--- src/rtl/wptx_pkg.sv ---
package wptx_pkg;
    localparam int LANES  = 4;
    localparam int LANE_W = 8;
    localparam int IDX_W  = $clog2(LANES);

    typedef enum logic [1:0] {
        UP_IDLE,
        UP_ISSUE,
        UP_WAIT,
        UP_DONE
    } up_state_t;

    typedef enum logic [1:0] {
        S_IDLE,
        S_START,
        S_DATA,
        S_STOP
    } ser_state_t;
endpackage

--- src/rtl/wptx_fifo.sv ---
module wptx_fifo #(
    parameter int WIDTH = 32,
    parameter int DEPTH = 4,
    localparam int LW = $clog2(DEPTH + 1)
) (
    input  logic             clk,
    input  logic             rst_n,
    input  logic             flush,
    input  logic             push,
    input  logic [WIDTH-1:0] wdata,
    input  logic             pop,
    output logic [WIDTH-1:0] head,
    output logic             empty,
    output logic             full,
    output logic [LW-1:0]    level
);
    localparam int AW = (DEPTH > 1) ? $clog2(DEPTH) : 1;

    logic [WIDTH-1:0] mem [DEPTH];
    logic [AW-1:0]    wr_ptr, rd_ptr;
    logic             push_ok, pop_ok;

    assign empty   = (level == '0);
    assign full    = (level == LW'(DEPTH));
    assign push_ok = push && !full && !flush;
    assign pop_ok  = pop && !empty && !flush;
    assign head    = mem[rd_ptr];

    function automatic logic [AW-1:0] bump(input logic [AW-1:0] p);
        return (p == AW'(DEPTH - 1)) ? '0 : p + 1'b1;
    endfunction

    always_ff @(posedge clk or negedge rst_n) begin
        if (!rst_n) begin
            wr_ptr <= '0;
            rd_ptr <= '0;
            level  <= '0;
        end else if (flush) begin
            wr_ptr <= '0;
            rd_ptr <= '0;
            level  <= '0;
        end else begin
            if (push_ok) wr_ptr <= bump(wr_ptr);
            if (pop_ok)  rd_ptr <= bump(rd_ptr);
            if (push_ok && !pop_ok)      level <= level + 1'b1;
            else if (pop_ok && !push_ok) level <= level - 1'b1;
        end
    end

    always_ff @(posedge clk) begin
        if (push_ok) mem[wr_ptr] <= wdata;
    end
endmodule

--- src/rtl/wptx_baud.sv ---
module wptx_baud #(
    parameter int BIT_CLKS = 868
) (
    input  logic clk,
    input  logic rst_n,
    input  logic restart,
    input  logic run,
    output logic tick
);
    localparam int CW = (BIT_CLKS > 1) ? $clog2(BIT_CLKS) : 1;

    logic [CW-1:0] cnt;

    assign tick = run && (cnt == CW'(BIT_CLKS - 1));

    always_ff @(posedge clk or negedge rst_n) begin
        if (!rst_n)                        cnt <= '0;
        else if (restart || !run || tick)  cnt <= '0;
        else                               cnt <= cnt + 1'b1;
    end
endmodule

--- src/rtl/wptx_ser.sv ---
module wptx_ser
    import wptx_pkg::*;
#(
    parameter int BIT_CLKS = 868
) (
    input  logic              clk,
    input  logic              rst_n,
    input  logic              abort,
    input  logic              start,
    input  logic [LANE_W-1:0] din,
    output logic              ready,
    output logic              txd
);
    ser_state_t        state, state_nx;
    logic [LANE_W-1:0] shreg;
    logic [2:0]        bitn;
    logic              tick, take;

    assign take = start && (state == S_IDLE) && !abort;

    wptx_baud #(.BIT_CLKS(BIT_CLKS)) u_baud (
        .clk     (clk),
        .rst_n   (rst_n),
        .restart (take),
        .run     (state != S_IDLE),
        .tick    (tick)
    );

    always_comb begin
        state_nx = state;
        unique case (state)
            S_IDLE:  if (take) state_nx = S_START;
            S_START: if (tick) state_nx = S_DATA;
            S_DATA:  if (tick && bitn == 3'd7) state_nx = S_STOP;
            S_STOP:  if (tick) state_nx = S_IDLE;
            default: state_nx = S_IDLE;
        endcase
    end

    always_ff @(posedge clk or negedge rst_n) begin
        if (!rst_n)     state <= S_IDLE;
        else if (abort) state <= S_IDLE;
        else            state <= state_nx;
    end

    always_ff @(posedge clk or negedge rst_n) begin
        if (!rst_n) begin
            shreg <= '1;
            bitn  <= '0;
        end else if (take) begin
            shreg <= din;
            bitn  <= '0;
        end else if (state == S_DATA && tick) begin
            shreg <= {1'b1, shreg[LANE_W-1:1]};
            bitn  <= bitn + 1'b1;
        end
    end

    always_comb begin
        ready = (state == S_IDLE);
        unique case (state)
            S_START: txd = 1'b0;
            S_DATA:  txd = shreg[0];
            default: txd = 1'b1;
        endcase
    end
endmodule

--- src/rtl/wptx_unpack.sv ---
module wptx_unpack
    import wptx_pkg::*;
#(
    parameter int CNT_W = 16
) (
    input  logic                    clk,
    input  logic                    rst_n,
    input  logic                    abort,
    input  logic                    cnt_load,
    input  logic [CNT_W-1:0]        cnt_val,
    input  logic                    q_empty,
    input  logic [LANES*LANE_W-1:0] q_head,
    input  logic                    ser_ready,
    output logic                    q_pop,
    output logic                    ser_start,
    output logic [LANE_W-1:0]       ser_byte,
    output logic                    idle,
    output logic                    done_pulse
);
    up_state_t               state, state_nx;
    logic [CNT_W-1:0]        remain;
    logic [IDX_W-1:0]        idx;
    logic [LANES*LANE_W-1:0] word_q;

    always_comb begin
        state_nx = state;
        unique case (state)
            UP_IDLE:  if (remain != '0 && !q_empty) state_nx = UP_ISSUE;
            UP_ISSUE: if (ser_ready) state_nx = UP_WAIT;
            UP_WAIT: begin
                if (ser_ready) begin
                    if (remain == '0)    state_nx = UP_DONE;
                    else if (idx == '0)  state_nx = UP_IDLE;
                    else                 state_nx = UP_ISSUE;
                end
            end
            UP_DONE:  state_nx = UP_IDLE;
            default:  state_nx = UP_IDLE;
        endcase
    end

    always_ff @(posedge clk or negedge rst_n) begin
        if (!rst_n)     state <= UP_IDLE;
        else if (abort) state <= UP_IDLE;
        else            state <= state_nx;
    end

    always_comb begin
        q_pop      = 1'b0;
        ser_start  = 1'b0;
        done_pulse = 1'b0;
        idle       = 1'b0;
        ser_byte   = word_q[idx*LANE_W +: LANE_W];
        unique case (state)
            UP_IDLE: begin
                idle  = 1'b1;
                q_pop = (remain != '0) && !q_empty && !abort;
            end
            UP_ISSUE: ser_start  = ser_ready && !abort;
            UP_DONE:  done_pulse = !abort;
            default: ;
        endcase
    end

    always_ff @(posedge clk or negedge rst_n) begin
        if (!rst_n) begin
            remain <= '0;
            idx    <= '0;
            word_q <= '0;
        end else if (abort) begin
            remain <= '0;
            idx    <= '0;
        end else begin
            if (cnt_load && state == UP_IDLE) remain <= cnt_val;
            if (q_pop) begin
                word_q <= q_head;
                idx    <= '0;
            end
            if (ser_start) begin
                remain <= remain - 1'b1;
                idx    <= idx + 1'b1;
            end
        end
    end
endmodule

--- src/rtl/wptx_top.sv ---
module wptx_top
    import wptx_pkg::*;
#(
    parameter int BIT_CLKS = 868,
    parameter int DEPTH    = 4,
    parameter int CNT_W    = 16,
    parameter int WM_LEVEL = 0
) (
    input  logic             clk,
    input  logic             rst_n,
    input  logic             cnt_wr,
    input  logic [CNT_W-1:0] cnt_val,
    input  logic             word_wr,
    input  logic [31:0]      word_data,
    input  logic             tx_rst,
    input  logic             clr_done,
    output logic             txd,
    output logic             room,
    output logic             all_empty,
    output logic             done_flag,
    output logic             cnt_err
,   output logic             wm_low
);
    localparam int LW = $clog2(DEPTH + 1);

    logic              q_empty, q_full, q_pop;
    logic [31:0]       q_head;
    logic [LW-1:0]     fifo_level;
    logic              up_idle, done_pulse, ser_start, ser_ready;
    logic [LANE_W-1:0] ser_byte;
    logic              cnt_take;

    assign cnt_take = cnt_wr && q_empty && up_idle && !tx_rst;

    wptx_fifo #(.WIDTH(32), .DEPTH(DEPTH)) u_fifo (
        .clk   (clk),
        .rst_n (rst_n),
        .flush (tx_rst),
        .push  (word_wr),
        .wdata (word_data),
        .pop   (q_pop),
        .head  (q_head),
        .empty (q_empty),
        .full  (q_full),
        .level (fifo_level)
    );

    wptx_unpack #(.CNT_W(CNT_W)) u_unpack (
        .clk        (clk),
        .rst_n      (rst_n),
        .abort      (tx_rst),
        .cnt_load   (cnt_take),
        .cnt_val    (cnt_val),
        .q_empty    (q_empty),
        .q_head     (q_head),
        .ser_ready  (ser_ready),
        .q_pop      (q_pop),
        .ser_start  (ser_start),
        .ser_byte   (ser_byte),
        .idle       (up_idle),
        .done_pulse (done_pulse)
    );

    wptx_ser #(.BIT_CLKS(BIT_CLKS)) u_ser (
        .clk   (clk),
        .rst_n (rst_n),
        .abort (tx_rst),
        .start (ser_start),
        .din   (ser_byte),
        .ready (ser_ready),
        .txd   (txd)
    );

    always_ff @(posedge clk or negedge rst_n) begin
        if (!rst_n) begin
            done_flag <= 1'b0;
            cnt_err   <= 1'b0;
        end else if (tx_rst) begin
            done_flag <= 1'b0;
            cnt_err   <= 1'b0;
        end else begin
            if (done_pulse)    done_flag <= 1'b1;
            else if (clr_done) done_flag <= 1'b0;
            if (cnt_wr && !cnt_take) cnt_err <= 1'b1;
        end
    end

    assign room      = !q_full;
    assign all_empty = q_empty && up_idle && ser_ready;
    assign wm_low    = (fifo_level <= LW'(WM_LEVEL));
endmodule

--- config.mk ---
export PLATFORM = sky130hd
export DESIGN_NAME = wptx_top
export DESIGN_NICKNAME = d
export VERILOG_FILES = /design/src/rtl/wptx_pkg.sv /design/src/rtl/wptx_fifo.sv /design/src/rtl/wptx_baud.sv /design/src/rtl/wptx_ser.sv /design/src/rtl/wptx_unpack.sv /design/src/rtl/wptx_top.sv
export SDC_FILE = /design/constraint.sdc
export NUM_CORES = 1
export LEC_CHECK = 0
export BUFFER_PORTS_ARGS = -buffer_cell sky130_fd_sc_hd__buf_2
export CAP_MARGIN = 0
export CORE_UTILIZATION = 54
export DETAILED_ROUTE_END_ITERATION = 8
export PLACE_DENSITY = 0.79
export SYNTH_ARGS = -nofsm -noshare
export SYNTH_HDL_FRONTEND = slang
export SYNTH_SLANG_ARGS = --single-unit
--- constraint.sdc ---
create_clock -name clk -period 2.2 [get_ports clk]
set_input_delay 0.44 -clock clk [delete_from_list [all_inputs] [get_ports clk]]
set_output_delay 0.44 -clock clk [all_outputs]
set_load 0.01 [all_outputs]
==> key figures <==
Status
  – Outcome: finished clean

Global route
  – GR Overflow Total: 0
  – Pin count of the biggest net entering global routing: 62
  – Number of global-route vias before repair: about 5600
  – Initial antenna violation count: 0
  – GR Util All Layers: between 20% and 30%
  – First-pass GRT wire length: about 29 mm

Timing
  – Fmax: about 0.46 GHz
  – Final Max Slew Viols: 0
  – Worst slew pin tran: 571.2 ps
  – Final setup viols: 0
  – Final Hold Violating Endpoints: 0
  – RSZ-0062 raised after global routing: yes
  – Fin crit period: around 2200 ps
  – Final Skew: approximately 23 ps
  – Fin Hold WS: roughly 130 ps
  – Final critical-path share of the clock period: between 90% and 100%
  – Slew margin rel.: between 60 and 70%

Floorplan
  – Core Region: 0.01652 sq mm
  – Initial Util: a little under three fifths
  – Die H: 131.8 microns
  – Die area: between 0.015 and 0.02 sq mm
  – Core Rows: between 40 and 50
  – I/O pin total: 60
  – DIE WIDTH: 131.8 microns

Worst setup path
  – Worst r2r path cells: 8
  – Slowest CP cell: dfrtp_1
  – Worst R2R End: u_fifo.level[2]
  – Worst EP arrival: between 1500 and 2000 ps
  – Worst R2R Start: u_fifo.level[1]
  – CP endpoint kind: primary output
  – Critical path startpoint: u_fifo.level[1]
  – Critical path launch point type: flip-flop
  – Crit path to: all_empty
  – Critical path fanouts, max: 7
  – CP peak stage delay: 410 ps
  – Worst-path cell chain: nor3_2 > buf_4 > and3_1 > buf_2
  – Flop2flop setup slack: around 60 ps
  – WP data required: about 1800 ps
  – Worst Path Class, Setup: flip-flop to primary output

Clock tree
  – Clock Path Buffers: 3
  – CTS H-tree depth: 1
  – CTS tree: built
  – Worst-path clk slew: about 60 ps
  – Clk Latency, worst-skew pair: between 500 and 600 ps
  – Num CTS Buffers: 23
  – CTS Sinks: ~210
  – CTS root buffer: clkbuf_16

Pwr
  – P_leak: about 4 nW
  – P per Cell Area: 1291 mW/mm^2
  – VDD IR max: 788.4 uV
  – Tot Pwr: roughly 14 mW

Synth
  – Seq/Total Area, Yosys: roughly two thirds
  – Yosys reg bits: between 200 and 250
  – Number of synthesized flops with an enable pin: between 100 and 150
  – Yosys cell types: 65
  – Leading register cell type out of synthesis: edfxtp_1
  – Share of flip-flops with an asynchronous set or reset: 39.62%
  – Netlist Area Pre-Place: about 0.0091 sq mm
  – Largest area contributor in the netlist: edfxtp_1
  – Synth warnings: 0
  – Commonest cells post-synth: 128 x edfxtp_1, 76 x dfrtp_1, 43 x nand2_1, 40 x mux4_2, 32 x mux2_1
  – Post-synth top area share: 42.23%
  – Mapped Nets: ~650
  – Area contributors post-synth: edfxtp_1 42%, dfrtp_1 21%, mux4_2 9.9%, mux2_1 4.0%, dfstp_2 2.3%
  – Top-count cell post-synth: edfxtp_1
  – Cells after Synth: about 580
  – Syn Area/Cell: 15.64 sq um

Cells and area
  – Share of cells above drive strength 1: between 20% and 30%
  – Diodes inserted: 0
  – Nets: 740
  – Layout area overhead: 17.39%
  – Fillers: ~1100
  – Util after Layout: 64.66%

Routing
  – Final ANT Viol Nets: 0
  – Via density: slightly below 6
  – Router iterations before antenna repair: 5
  – DRC violations left: 0
  – Iter 0 DRT Violations: roughly 370
  – Routed vias: approximately 5300
  – Wire per inst: about 20 microns
  – Final wirelength: around 18 mm

Worst hold path
  – Hold crit path type: primary input to flip-flop

Placement
  – Post-DP HPWL: around 11 mm
  – PortBufs: 59
  – Placer Congestion: ~0.83

Flow run
  – Max-cap violations: 0
==> cells by family (layout without fill, tap and decap cells) <==
| logic type | after synthesis | after routing | share of synthesized area, % |
|---|---|---|---|
| buffers and inverters | 41 | 145 | 2.089 |
| AO/OA/AOI/OAI | 73 | 73 | 4.990 |
| AND/OR/NAND/NOR | 156 | 156 | 10.12 |
| multiplexers | 75 | 75 | 14.19 |
| flip-flops | 212 | 212 | 65.43 |
| XOR/XNOR | 8 | 8 | 0.7698 |
| adder cells (fa/ha/maj) | 17 | 17 | 2.419 |
==> worst min-delay path by stage <==
stage / from / to / slack, ps / cells after the start
floorplan: rst_n / cnt_err / 140 / 0
global placement: rst_n / u_ser.u_baud.cnt[7] / 350 / 1
detailed placement: rst_n / u_ser.u_baud.cnt[8] / 360 / 1
CTS: word_data[22] / u_fifo.mem[1][22] / 120 / 1
global route: word_data[22] / u_fifo.mem[1][22] / 120 / 1
finish: word_data[22] / u_fifo.mem[2][22] / 130 / 1
==> what timing repair did <==
action	CTS	global route
buffers inserted	0	0
setup endpoints to repair	0	7
endpoints found under the hold margin	23	0
hold buffers	1	0
resized for setup	0	6
==> where the power goes <==
group / leakage (nW) / switching, mW / internal [mW]
Clock: 0.383 / 1.49 / 2.37
Combinational: 1.39 / 2.20 / 2.14
Sequential: 2.22 / 0.570 / 5.02
==> registers in the layout (all words and copies together), names as in the netlist, 3 cells and up <==
name              count
u_unpack.remain      16
u_ser.bitn            3
u_fifo.mem          128
u_fifo.level          3
u_ser.shreg           8
u_ser.u_baud.cnt     10
u_unpack.word_q      32
==> metrics by stage <==
step	TNS (ps)	cell area, sq um	std cells	setup WS [ps]
6_report	0	10690	906	45.11
5_1_grt	-32.75	10690	906	-17.10
4_1_cts	0	10660	906	31.51
3_5_place_dp	0	9871	863	60.91
3_3_place_gp	0	9871	863	162.9
2_1_floorplan	-959.0	9133	582	-83.30
==> worst max-delay path, delay by kind of cell, from the launching register on <==
kind / cells / cell delay [ps]
and+or+nand+nor: 2 / 470
DFF: 1 / 410
buffers and inverters: 2 / 340
==> routing by layer <==
metal	global-route usage, %	part of all wire, %	vias up
met2	37.36	52	149
met5	0	0	-
met1	27.38	42	2685
li1	-	-	2409
met4	5.749	2.1	0
met3	3.499	4.2	31
==> layout make-up <==
class / instances / area (sq um) / area share, %
timing repair buffer: 89 / 613.1 / 5.738
sequential: 212 / 5957 / 55.75
clock inverter: 7 / 97.59 / 0.9134
multi-input combinational: 329 / 3009 / 28.16
tap: 220 / 275.3 / 2.576
inverter: 14 / 52.55 / 0.4918
clock buffer: 35 / 680.7 / 6.370
==> layout by cell type, fill, tap and decap left out, types with 3 or more instances in the layout <==
cell type / n
edfxtp_1: 128
dfrtp_1: 75
buf_2: 58
nand2_1: 43
mux4_2: 40
mux2_1: 32
nor2_1: 28
a21oi_1: 23
clkbuf_16: 23
buf_4: 23
nand3_1: 16
inv_1: 14
ha_1: 13
o21ai_1: 12
nor3_1: 11
o21ai_0: 8
dfstp_2: 8
and3_1: 7
buf_12: 7
nand3b_1: 6
clkbuf_8: 6
clkbuf_1: 6
xnor2_1: 5
and2_1: 5
a22oi_1: 5
or3_1: 4
nor3_2: 4
a31oi_1: 4
nand2b_1: 4
xor2_1: 3
nor4_4: 3
mux2i_1: 3
ha_2: 3
(Power assumes the default switching activity.)
